### src/rtl/dma_chan_seq.sv
module dma_chan_seq #(
  parameter int AW = 32,
  parameter int LW = 17,
  parameter int RW = 4
) (
  input  logic          clk,
  input  logic          rst_n,
  input  logic          req,
  input  logic [31:0]   cfg,
  input  logic [1:0]    prio,
  input  logic [AW-1:0] src_base,
  input  logic [AW-1:0] dst_base,
  input  logic [LW-1:0] blk_len,
  input  logic [RW-1:0] rep_cnt,
  input  logic          ack_en,
  input  logic [AW-1:0] ack_addr,
  input  logic [31:0]   ack_val,
  output logic          rd_en,
  output logic [AW-1:0] rd_addr,
  output logic [3:0]    rd_bytes,
  output logic          wr_en,
  output logic [AW-1:0] wr_addr,
  output logic [3:0]    wr_bytes,
  output logic [31:0]   wr_data,
  output logic          ack_wr,
  output logic          busy,
  output logic          done,
  output logic          arb_req,
  output logic [1:0]    arb_prio
);
  typedef enum logic [1:0] {S_IDLE, S_XFER, S_ACK} st_t;
  st_t st;
  logic [AW-1:0] src, dst;
  logic [LW-1:0] blk_rem;
  logic [7:0]    buf_rem;
  logic [RW-1:0] rep_left;
  logic          pend, done_q;

  wire [1:0] smode = cfg[1:0];
  wire [1:0] dmode = cfg[3:2];
  wire [3:0] sstep = 4'd1 << cfg[9:8];
  wire [3:0] dstep = 4'd1 << cfg[11:10];
  wire [7:0] buf_len = cfg[25:18];
  wire [1:0] tmode = cfg[29:28];

  logic [3:0] beat;
  always_comb begin
    beat = sstep;
    if (buf_rem < {4'd0, beat}) beat = buf_rem[3:0];
    if (blk_rem < LW'(beat)) beat = blk_rem[3:0];
  end

  function automatic logic [AW-1:0] step_addr(input logic [AW-1:0] a, input logic [1:0] m,
                                              input logic [3:0] s);
    if (m == 2'b10) return a + AW'(s);
    if (m == 2'b11) return a - AW'(s);
    return a;
  endfunction

  wire in_xfer  = (st == S_XFER);
  wire in_ack   = (st == S_ACK);
  wire start    = (st == S_IDLE) && (req || pend);
  wire blk_end  = (blk_rem == LW'(beat));
  wire buf_end  = (buf_rem == {4'd0, beat});
  wire again    = tmode[1] && (rep_left != '0);
  wire unit_end = in_xfer && ((blk_end && !again) || (!blk_end && buf_end && tmode == 2'b00));

  always_ff @(posedge clk) begin
    if (!rst_n) begin
      st <= S_IDLE; src <= '0; dst <= '0; blk_rem <= '0; buf_rem <= '0;
      rep_left <= '0; pend <= 1'b0; done_q <= 1'b0;
    end else begin
      done_q <= 1'b0;
      pend   <= (pend || req) && !start;
      case (st)
        S_IDLE: if (start) begin
          st      <= S_XFER;
          buf_rem <= buf_len;
          if (blk_rem == '0) begin
            src <= src_base; dst <= dst_base; blk_rem <= blk_len; rep_left <= rep_cnt;
          end
        end
        S_XFER: begin
          src     <= step_addr(src, smode, sstep);
          dst     <= step_addr(dst, dmode, dstep);
          blk_rem <= blk_rem - LW'(beat);
          buf_rem <= buf_rem - {4'd0, beat};
          if (blk_end && again) begin
            rep_left <= rep_left - 1'b1;
            src <= src_base; dst <= dst_base; blk_rem <= blk_len; buf_rem <= buf_len;
          end else if (!blk_end && buf_end && tmode != 2'b00) begin
            buf_rem <= buf_len;
          end
          if (unit_end) begin
            if (ack_en) st <= S_ACK;
            else begin st <= S_IDLE; done_q <= 1'b1; end
          end
        end
        default: begin st <= S_IDLE; done_q <= 1'b1; end
      endcase
    end
  end

  assign rd_en    = in_xfer;
  assign rd_addr  = src;
  assign rd_bytes = in_xfer ? beat : 4'd0;
  assign wr_en    = in_xfer || in_ack;
  assign wr_addr  = in_ack ? ack_addr : dst;
  assign wr_bytes = in_ack ? 4'd4 : (in_xfer ? beat : 4'd0);
  assign wr_data  = in_ack ? ack_val : 32'd0;
  assign ack_wr   = in_ack;
  assign busy     = (st != S_IDLE);
  assign done     = done_q;
  assign arb_req  = busy || pend;
  assign arb_prio = prio;

  a_r2_src_fixed: assert property (@(posedge clk) disable iff (!rst_n)
    (rd_en && $past(rd_en) && !smode[1] && $stable(cfg) && $stable(src_base)) |-> $stable(rd_addr));
  a_r4_beat_range: assert property (@(posedge clk) disable iff (!rst_n)
    rd_en |-> (rd_bytes != 4'd0 && rd_bytes <= sstep && wr_bytes == rd_bytes));
  a_r9_ack_after_beat: assert property (@(posedge clk) disable iff (!rst_n)
    ack_wr |-> ($past(rd_en) && wr_en && !rd_en && wr_addr == ack_addr));
  a_r10_done_pulse: assert property (@(posedge clk) disable iff (!rst_n)
    done |=> !done);
  a_r10_busy_fall_done: assert property (@(posedge clk) disable iff (!rst_n)
    $fell(busy) |-> done);
  a_r11_req_held: assert property (@(posedge clk) disable iff (!rst_n)
    (busy && req) |=> arb_req);
endmodule

### config.mk
export PLATFORM = sky130hd
export DESIGN_NAME = dma_chan_seq
export DESIGN_NICKNAME = d
export VERILOG_FILES = /design/src/rtl/dma_chan_seq.sv
export SDC_FILE = /design/constraint.sdc
export NUM_CORES = 1
export LEC_CHECK = 0
export BUFFER_PORTS_ARGS = -buffer_cell sky130_fd_sc_hd__buf_2
export CAP_MARGIN = 5
export CORE_ASPECT_RATIO = 1.75
export CORE_MARGIN = 8
export CORE_UTILIZATION = 50
export DETAILED_ROUTE_END_ITERATION = 8
export HOLD_SLACK_MARGIN = 0.02
export PLACE_DENSITY_LB_ADDON = 0.05
export SLEW_MARGIN = 20
export SYNTH_ARGS = -nofsm -noshare
export SYNTH_HDL_FRONTEND = slang
export SYNTH_SLANG_ARGS = --single-unit
export TNS_END_PERCENT = 30
### constraint.sdc
create_clock -name clk -period 6.1 [get_ports clk]
set_input_delay 0 -clock clk [delete_from_list [all_inputs] [get_ports clk]]
set_output_delay 0 -clock clk [all_outputs]
set_load 0.05 [all_outputs]
# ---- After elaboration in Yosys (flattened, before gate mapping)
# Cells that the tools add are included.
dict set report totals {
  reg_bits 97
  in_bits 187
  output_inout_bits 112
  wordCells 117
}
dict set report op_classes {
  add_sub_neg 7
  n_lt_le_gt_ge 2
  eq_ne 14
  shifts 2
  n_mux 55
  n_reduce_logical 29
}
# operator n
set op_table {}
lappend op_table {{two-way mux 32 bit} 16}
lappend op_table {{case mux 32 bit (2 select lines)} 2}
lappend op_table {{adder 32 x 4 -> 32 bit} 2}
lappend op_table {{subtractor 32 x 4 -> 32 bit} 2}
lappend op_table {{two-way mux 17 bit} 3}
lappend op_table {{case mux 17 bit (2 select lines)} 1}
lappend op_table {{two-way mux 4 bit} 7}
lappend op_table {{two-way mux 8 bit} 3}
lappend op_table {{equality test 17 x 4 -> 1 bit} 1}
lappend op_table {{logical NOT 17 bit} 1}
lappend op_table {{less-than comparator 17 x 4 -> 1 bit} 1}
lappend op_table {{subtractor 17 x 4 -> 17 bit} 1}
lappend op_table {{two-way mux 1 bit} 16}
lappend op_table {{case mux 8 bit (2 select lines)} 1}
lappend op_table {{AND reduction 4 bit} 3}
lappend op_table {{equality test 2 bit (second input constant)} 5}
lappend op_table {{logical AND 1 bit} 9}
lappend op_table {{equality test 8 x 4 -> 1 bit} 1}
lappend op_table {{less-than comparator 8 x 4 -> 1 bit} 1}
lappend op_table {{!= test 4 x 1 -> 1 bit (second input constant)} 2}
lappend op_table {{case mux 4 bit (2 select lines)} 1}
lappend op_table {{left shift 1 x 2 -> 4 bit (first input constant)} 2}
lappend op_table {{subtractor 8 x 4 -> 8 bit} 1}
lappend op_table {{two-way mux 2 bit} 3}
lappend op_table {{other kinds (13)} 24}

# ---- Logic depth before layout (Yosys ltp)
dict set report logic_depth {
  word_depth 13
  depth_mapped 24
}

# ---- Least setup slack after synthesis
# No wires, ideal clock.
dict set report synth_path {
  path_kind {flip-flop to flip-flop}
  startpoint {register buf_rem[3]}
  endpoint {register blk_rem[15]}
  arrival_time_ns 4.362
  path_slack_ns 1.608
  stages_incl_launch_ff 22
  cell_sequence {dfxtp_1 ha_1 a21oi_1 o211ai_4 a21boi_1 ha_1 o2111a_1 o211ai_2 nand2_1 o21ai_0 inv_1 ha_1 nand2_1 nor3_1 a32oi_4 o21ai_2 buf_6 buf_2 buf_2 nor3_1 a221oi_1 o32ai_1}
}
dict set report synth_between {
  elab_chain_len 8
  word_cells_on_any_way 9
  classes_between {add/sub: 1; order compare: 2; eq/ne: 1; mux: 4; reduce/logical: 1}
}
# item line_no
set synth_lines {}
lappend synth_lines {{start, declared} 35} ;# logic [7:0] buf_rem;
lappend synth_lines {{start signal, assigned} 78} ;# buf_rem <= buf_len;
lappend synth_lines {{start signal, assigned} 87} ;# buf_rem <= buf_rem - {4'd0, beat};
lappend synth_lines {{start signal, assigned} 90} ;# src <= src_base; dst <= dst_base; blk_rem <= blk_len; buf_rem <= buf_len;
lappend synth_lines {{less-than comparator 8 x 4 -> 1 bit} 49} ;# if (buf_rem < {4'd0, beat}) beat = buf_rem[3:0];
lappend synth_lines {{two-way mux 4 bit *} 49}
lappend synth_lines {{less-than comparator 17 x 4 -> 1 bit} 50} ;# if (blk_rem < LW'(beat)) beat = blk_rem[3:0];
lappend synth_lines {{two-way mux 4 bit *} 50}
lappend synth_lines {{branches (longest 2 deep; another with subtractor 17 x 4 -> 17 bit)} -}
lappend synth_lines {{two-way mux 17 bit *} 88} ;# if (blk_end && again) begin
lappend synth_lines {{case mux 17 bit (2 select lines) *} 75} ;# case (st)
lappend synth_lines {{end signal, assigned} 80} ;# src <= src_base; dst <= dst_base; blk_rem <= blk_len; rep_left <= rep_cnt;
lappend synth_lines {{end signal, assigned} 86} ;# blk_rem <= blk_rem - LW'(beat);
lappend synth_lines {{end signal, assigned} 90}
lappend synth_lines {{end, declared} 34} ;# logic [LW-1:0] blk_rem;
# Mark *: on every way between the ends.
# A chain may end at the register's enable or synchronous reset.

# ---- Worst setup path after layout
dict set report layout_path {
  startpoint {register buf_rem[3]}
  endpoint {register src[0] (netlist: rd_addr[0])}
}
dict set report layout_between {
  elab_chain_len 8
  word_cells_on_any_way 10
  classes_between {order compare: 2; eq/ne: 2; mux: 4; reduce/logical: 2}
}
# item line_no
set layout_lines {}
lappend layout_lines {{less-than comparator 8 x 4 -> 1 bit} 49}
lappend layout_lines {{two-way mux 4 bit *} 49}
lappend layout_lines {{less-than comparator 17 x 4 -> 1 bit} 50}
lappend layout_lines {{two-way mux 4 bit *} 50}
lappend layout_lines {{equality test 17 x 4 -> 1 bit *} 63} ;# wire blk_end = (blk_rem == LW'(beat));
lappend layout_lines {{logical AND 1 bit *} 88}
lappend layout_lines {{!= test 4 x 1 -> 1 bit (no line) or two-way mux 32 bit (tied branches)} -}
lappend layout_lines {{AND reduction 4 bit (no line) or case mux 32 bit (2 select lines) (tied branches)} -}
lappend layout_lines {{end signal, assigned} 80}
lappend layout_lines {{end signal, assigned} 84} ;# src <= step_addr(src, smode, sstep);
lappend layout_lines {{end signal, assigned} 90}
lappend layout_lines {{end, declared} 33} ;# logic [AW-1:0] src, dst;
# Mark *: on every way between the ends. The rest lies on a longest branch, timed or not.

==> results.json <==
{
  "fillers": 1725,
  "yosysMostFrequentCell": "nand2_1",
  "comb_power_share_pct": 72.1,
  "avgSynthCellArea_um2": 7.12,
  "finalInstanceArea_um2": 11400,
  "grt_pass1_wl_um": 53100,
  "grt_pass1_vias": 10600,
  "synth_compound_area_share_pct": 29.0,
  "dieHeight_um": 194,
  "p_int_mw": 2.87,
  "dr.pass1.iters": 5,
  "io_buffers": 280,
  "die_w_um": 118,
  "status": "finished clean",
  "drv_slew": 0,
  "hold_violations": 0,
  "synth_top_area_share_pct": 21.5,
  "synth_xor_area_share_pct": 0.692,
  "dieArea_um2": 22800,
  "cp_common_cell": "ha_1",
  "wl_per_cell_um": 18.4,
  "min_period_ns": 5.45,
  "worst-endpoint-arrival_ns": 5.65,
  "nNetsFinal": 1768,
  "synth_common_cells": "124 x nand2_1, 111 x o21ai_0, 106 x a21oi_1",
  "synth_cells": 1271,
  "synth_flop_cell": "dfxtp_1",
  "yosys.area_share.simple_pct": 33.0,
  "ios": 299,
  "irDropWorstVdd_v": 0.000293,
  "initial_utilization_pct": 50.5,
  "synthTopCellsByArea": "dfxtp_1 21%, o21ai_0 6.1%, a21oi_1 5.9%, and2_1 5.8%, nand2_1 5.1%",
  "critPathMaxFanout": 31,
  "num_vias": 10600,
  "yosys.area_share.adder_pct": 5.31,
  "muxShareOfSynthArea_pct": 4.63,
  "synth.distinct_cells": 88,
  "min_period_over_period_pct": 89.3,
  "skew_ns": 0.0117,
  "fmax_mhz": 184,
  "timing.hold.ws_ns": 0.0304,
  "cts_tree": "built",
  "synth_edf_count": 0,
  "pwr-share-seq_pct": 18.2,
  "relSlewSlack_pct": 36.6,
  "grt_max_degree": 71,
  "critical_path.cell_chain": "ha_1 > a21oi_1 > o211ai_4 > a21boi_1 > ha_1 > o2111a_1 > o211ai_2 > nand2_1 > o21ai_0 > inv_1 > ha_1 > nand2_1 > nor3_1 > a32oi_4 > o21ai_4 > buf_4 > buf_12 > o21ai_2 > buf_4 > a211oi_1 > a211oi_1",
  "crit_type": "flop to flop",
  "antenna_found_initial": 2,
  "ys_ff_latch": 97,
  "cp-end-kind": "flop",
  "hpwlAfterDp_um": 25000,
  "synth_nets": 1494,
  "placed_area_um2": 10600,
  "yosysTopAreaCell": "dfxtp_1",
  "tns_ns": 0,
  "max_stage_delay_ns": 0.46,
  "htreeDepth": 3,
  "hp-class": "input port to flop",
  "drt_iter0_markers": 530,
  "cts_buffers": 9,
  "core_area_um2": 17900,
  "totalWireLength_um": 32900,
  "clockRootBuffer": "clkbuf_16",
  "maxCapViolations": 0,
  "power_density_nw_per_um2": 582,
  "total_power_mw": 6.62,
  "fin_util_pct": 63.6,
  "synthArstFlopShare_pct": 0,
  "sw_frac_of_total_pct": 56.7,
  "power.switching_mw": 3.75,
  "yosysSeqAreaShare_pct": 21.5,
  "yosys_warnings": 0,
  "rows": 65,
  "groute.usage.overall_pct": 27.8,
  "syn_to_final_growth_pct": 25.9,
  "syn_area_um2": 9040,
  "clk_latency_ns": 0.36,
  "drive_gt1_share_pct": 25.0,
  "clkPwrFrac_pct": 9.8,
  "gp_congestion": 0.989,
  "postRouteAntennaNets": 0,
  "cts.sinks": 97,
  "rsz0062_at_grt": "false",
  "setup_viol": 0,
  "cts.path.max_buffers": 2,
  "tightest_slew_ns": 0.949,
  "required_ns": 6.30,
  "synth_top_family_by_area": "simple AND/OR/NAND/NOR gates",
  "cp-start-kind": "flop",
  "grt-ovfl-total": 0,
  "crit_slowest_cell": "o21ai_0",
  "routed_via_density": 5.93,
  "drc_errors": 0,
  "clk_pin_slew_ns": 0.07,
  "leakage_nw": 4.90
}
## power by group through the flow
stage	logic [mW]	registers (mW)	clock network (mW)
2_1_floorplan	3.41	1.33	0
3_3_place_gp	4.64	1.20	0
3_5_place_dp	4.68	1.21	0
4_1_cts	4.73	1.20	0.658
5_1_grt	5.23	1.24	0.677
6_report	4.77	1.20	0.647
## critical path: cells and delay by family, from the launching register on
| kind | cells | cell delay (ns) |
|---|---|---|
| AOI/OAI and AO/OA | 11 | 2.55 |
| adders and majority gates | 3 | 0.93 |
| buffers and inverters | 4 | 0.74 |
| DFF | 1 | 0.44 |
| and+or+nand+nor | 3 | 0.60 |
## flip-flops by register name, summed over array words and instances, names as in the netlist
name	cells
rep_left	4
buf_rem	8
st	2
rd_addr	32
dst	32
done	1
pend	1
blk_rem	17
## cell usage in the layout, fill, tap and decap left out, types with 5 or more instances in the layout
cell type      instances
nand3b_1               5
nor3_1                74
or4_1                  9
clkbuf_16              9
a31oi_1               19
a21oi_1              106
nor3b_1               10
a21boi_0              12
dlygate4sd3_1         43
or2_2                  6
nand2b_1              15
nor4_1                15
ha_1                  31
nand3_1               29
o31ai_1                5
buf_4                 24
o2111ai_1              6
inv_1                 40
nand2_1              124
a21o_1                13
and3_1                12
and2_0                14
a311oi_1               7
and2_1                84
o21ai_0              111
dfxtp_1               97
buf_2                280
or3_1                 36
a211oi_1              17
mux2_2                30
nand4_1               18
o21a_1                25
nor2b_1               18
o211ai_1               9
nor2_1                83
## cell type report
type / count / area, µm² / share of cell area, %
diodes: 1 / 2.50 / 0.0220
clock inverters: 4 / 77.6 / 0.681
inverters: 42 / 158 / 1.38
well taps: 234 / 293 / 2.57
flip-flops and latches: 97 / 1940 / 17.1
clock buffers: 11 / 243 / 2.13
multi-input cells: 1045 / 6600 / 58.0
repair buffers: 350 / 2070 / 18.2
## timing repair
| item | 4_1_cts | 5_1_grt |
|---|---|---|
| hold buffers | 42 | 1 |
| setup endpoints to repair | 0 | 11 |
| resized for setup | 0 | 0 |
| hold endpoints to repair | 43 | 1 |
| setup buffers | 0 | 5 |
## cell families (layout without fill, tap and decap cells)
| kind of cell | count (synthesis) | after routing |
|---|---|---|
| adders and majority gates | 36 | 36 |
| other | 0 | 1 |
| xor gates and xnor gates | 5 | 5 |
| buffers and inverters | 129 | 407 |
| AOI/OAI and AO/OA | 402 | 402 |
| DFF | 97 | 97 |
| muxes | 36 | 36 |
| and+or+nand+nor | 566 | 566 |
## stage by stage
stage,worst slack (ns),std cells
2_1_floorplan,1.61,1271
3_3_place_gp,0.520,1720
3_5_place_dp,0.417,1720
4_1_cts,0.426,1777
5_1_grt,0.174,1784
6_report,0.652,1784
## worst paths after layout
check               start     endpoint  depth (start not counted)  slack [ns]
max            buf_rem[3]   rd_addr[0]                         21        0.65
min          src_base[31]  rd_addr[31]                          4        0.03
max reg2reg    buf_rem[3]   rd_addr[0]                         21        0.65
min reg2reg        dst[0]       dst[0]                          2        0.47
## metal layers
layer,part of all wire [%],global-route usage (%),up-vias,routed length (µm)
li1,-,-,5190,-
met1,38,29.2,4934,12600
met2,53,52.5,349,17500
met3,4.3,4.17,96,1420
met4,4.2,13.5,2,1400
met5,0.040,0,-,13
No activity file was read; power rests on OpenSTA's default activity.
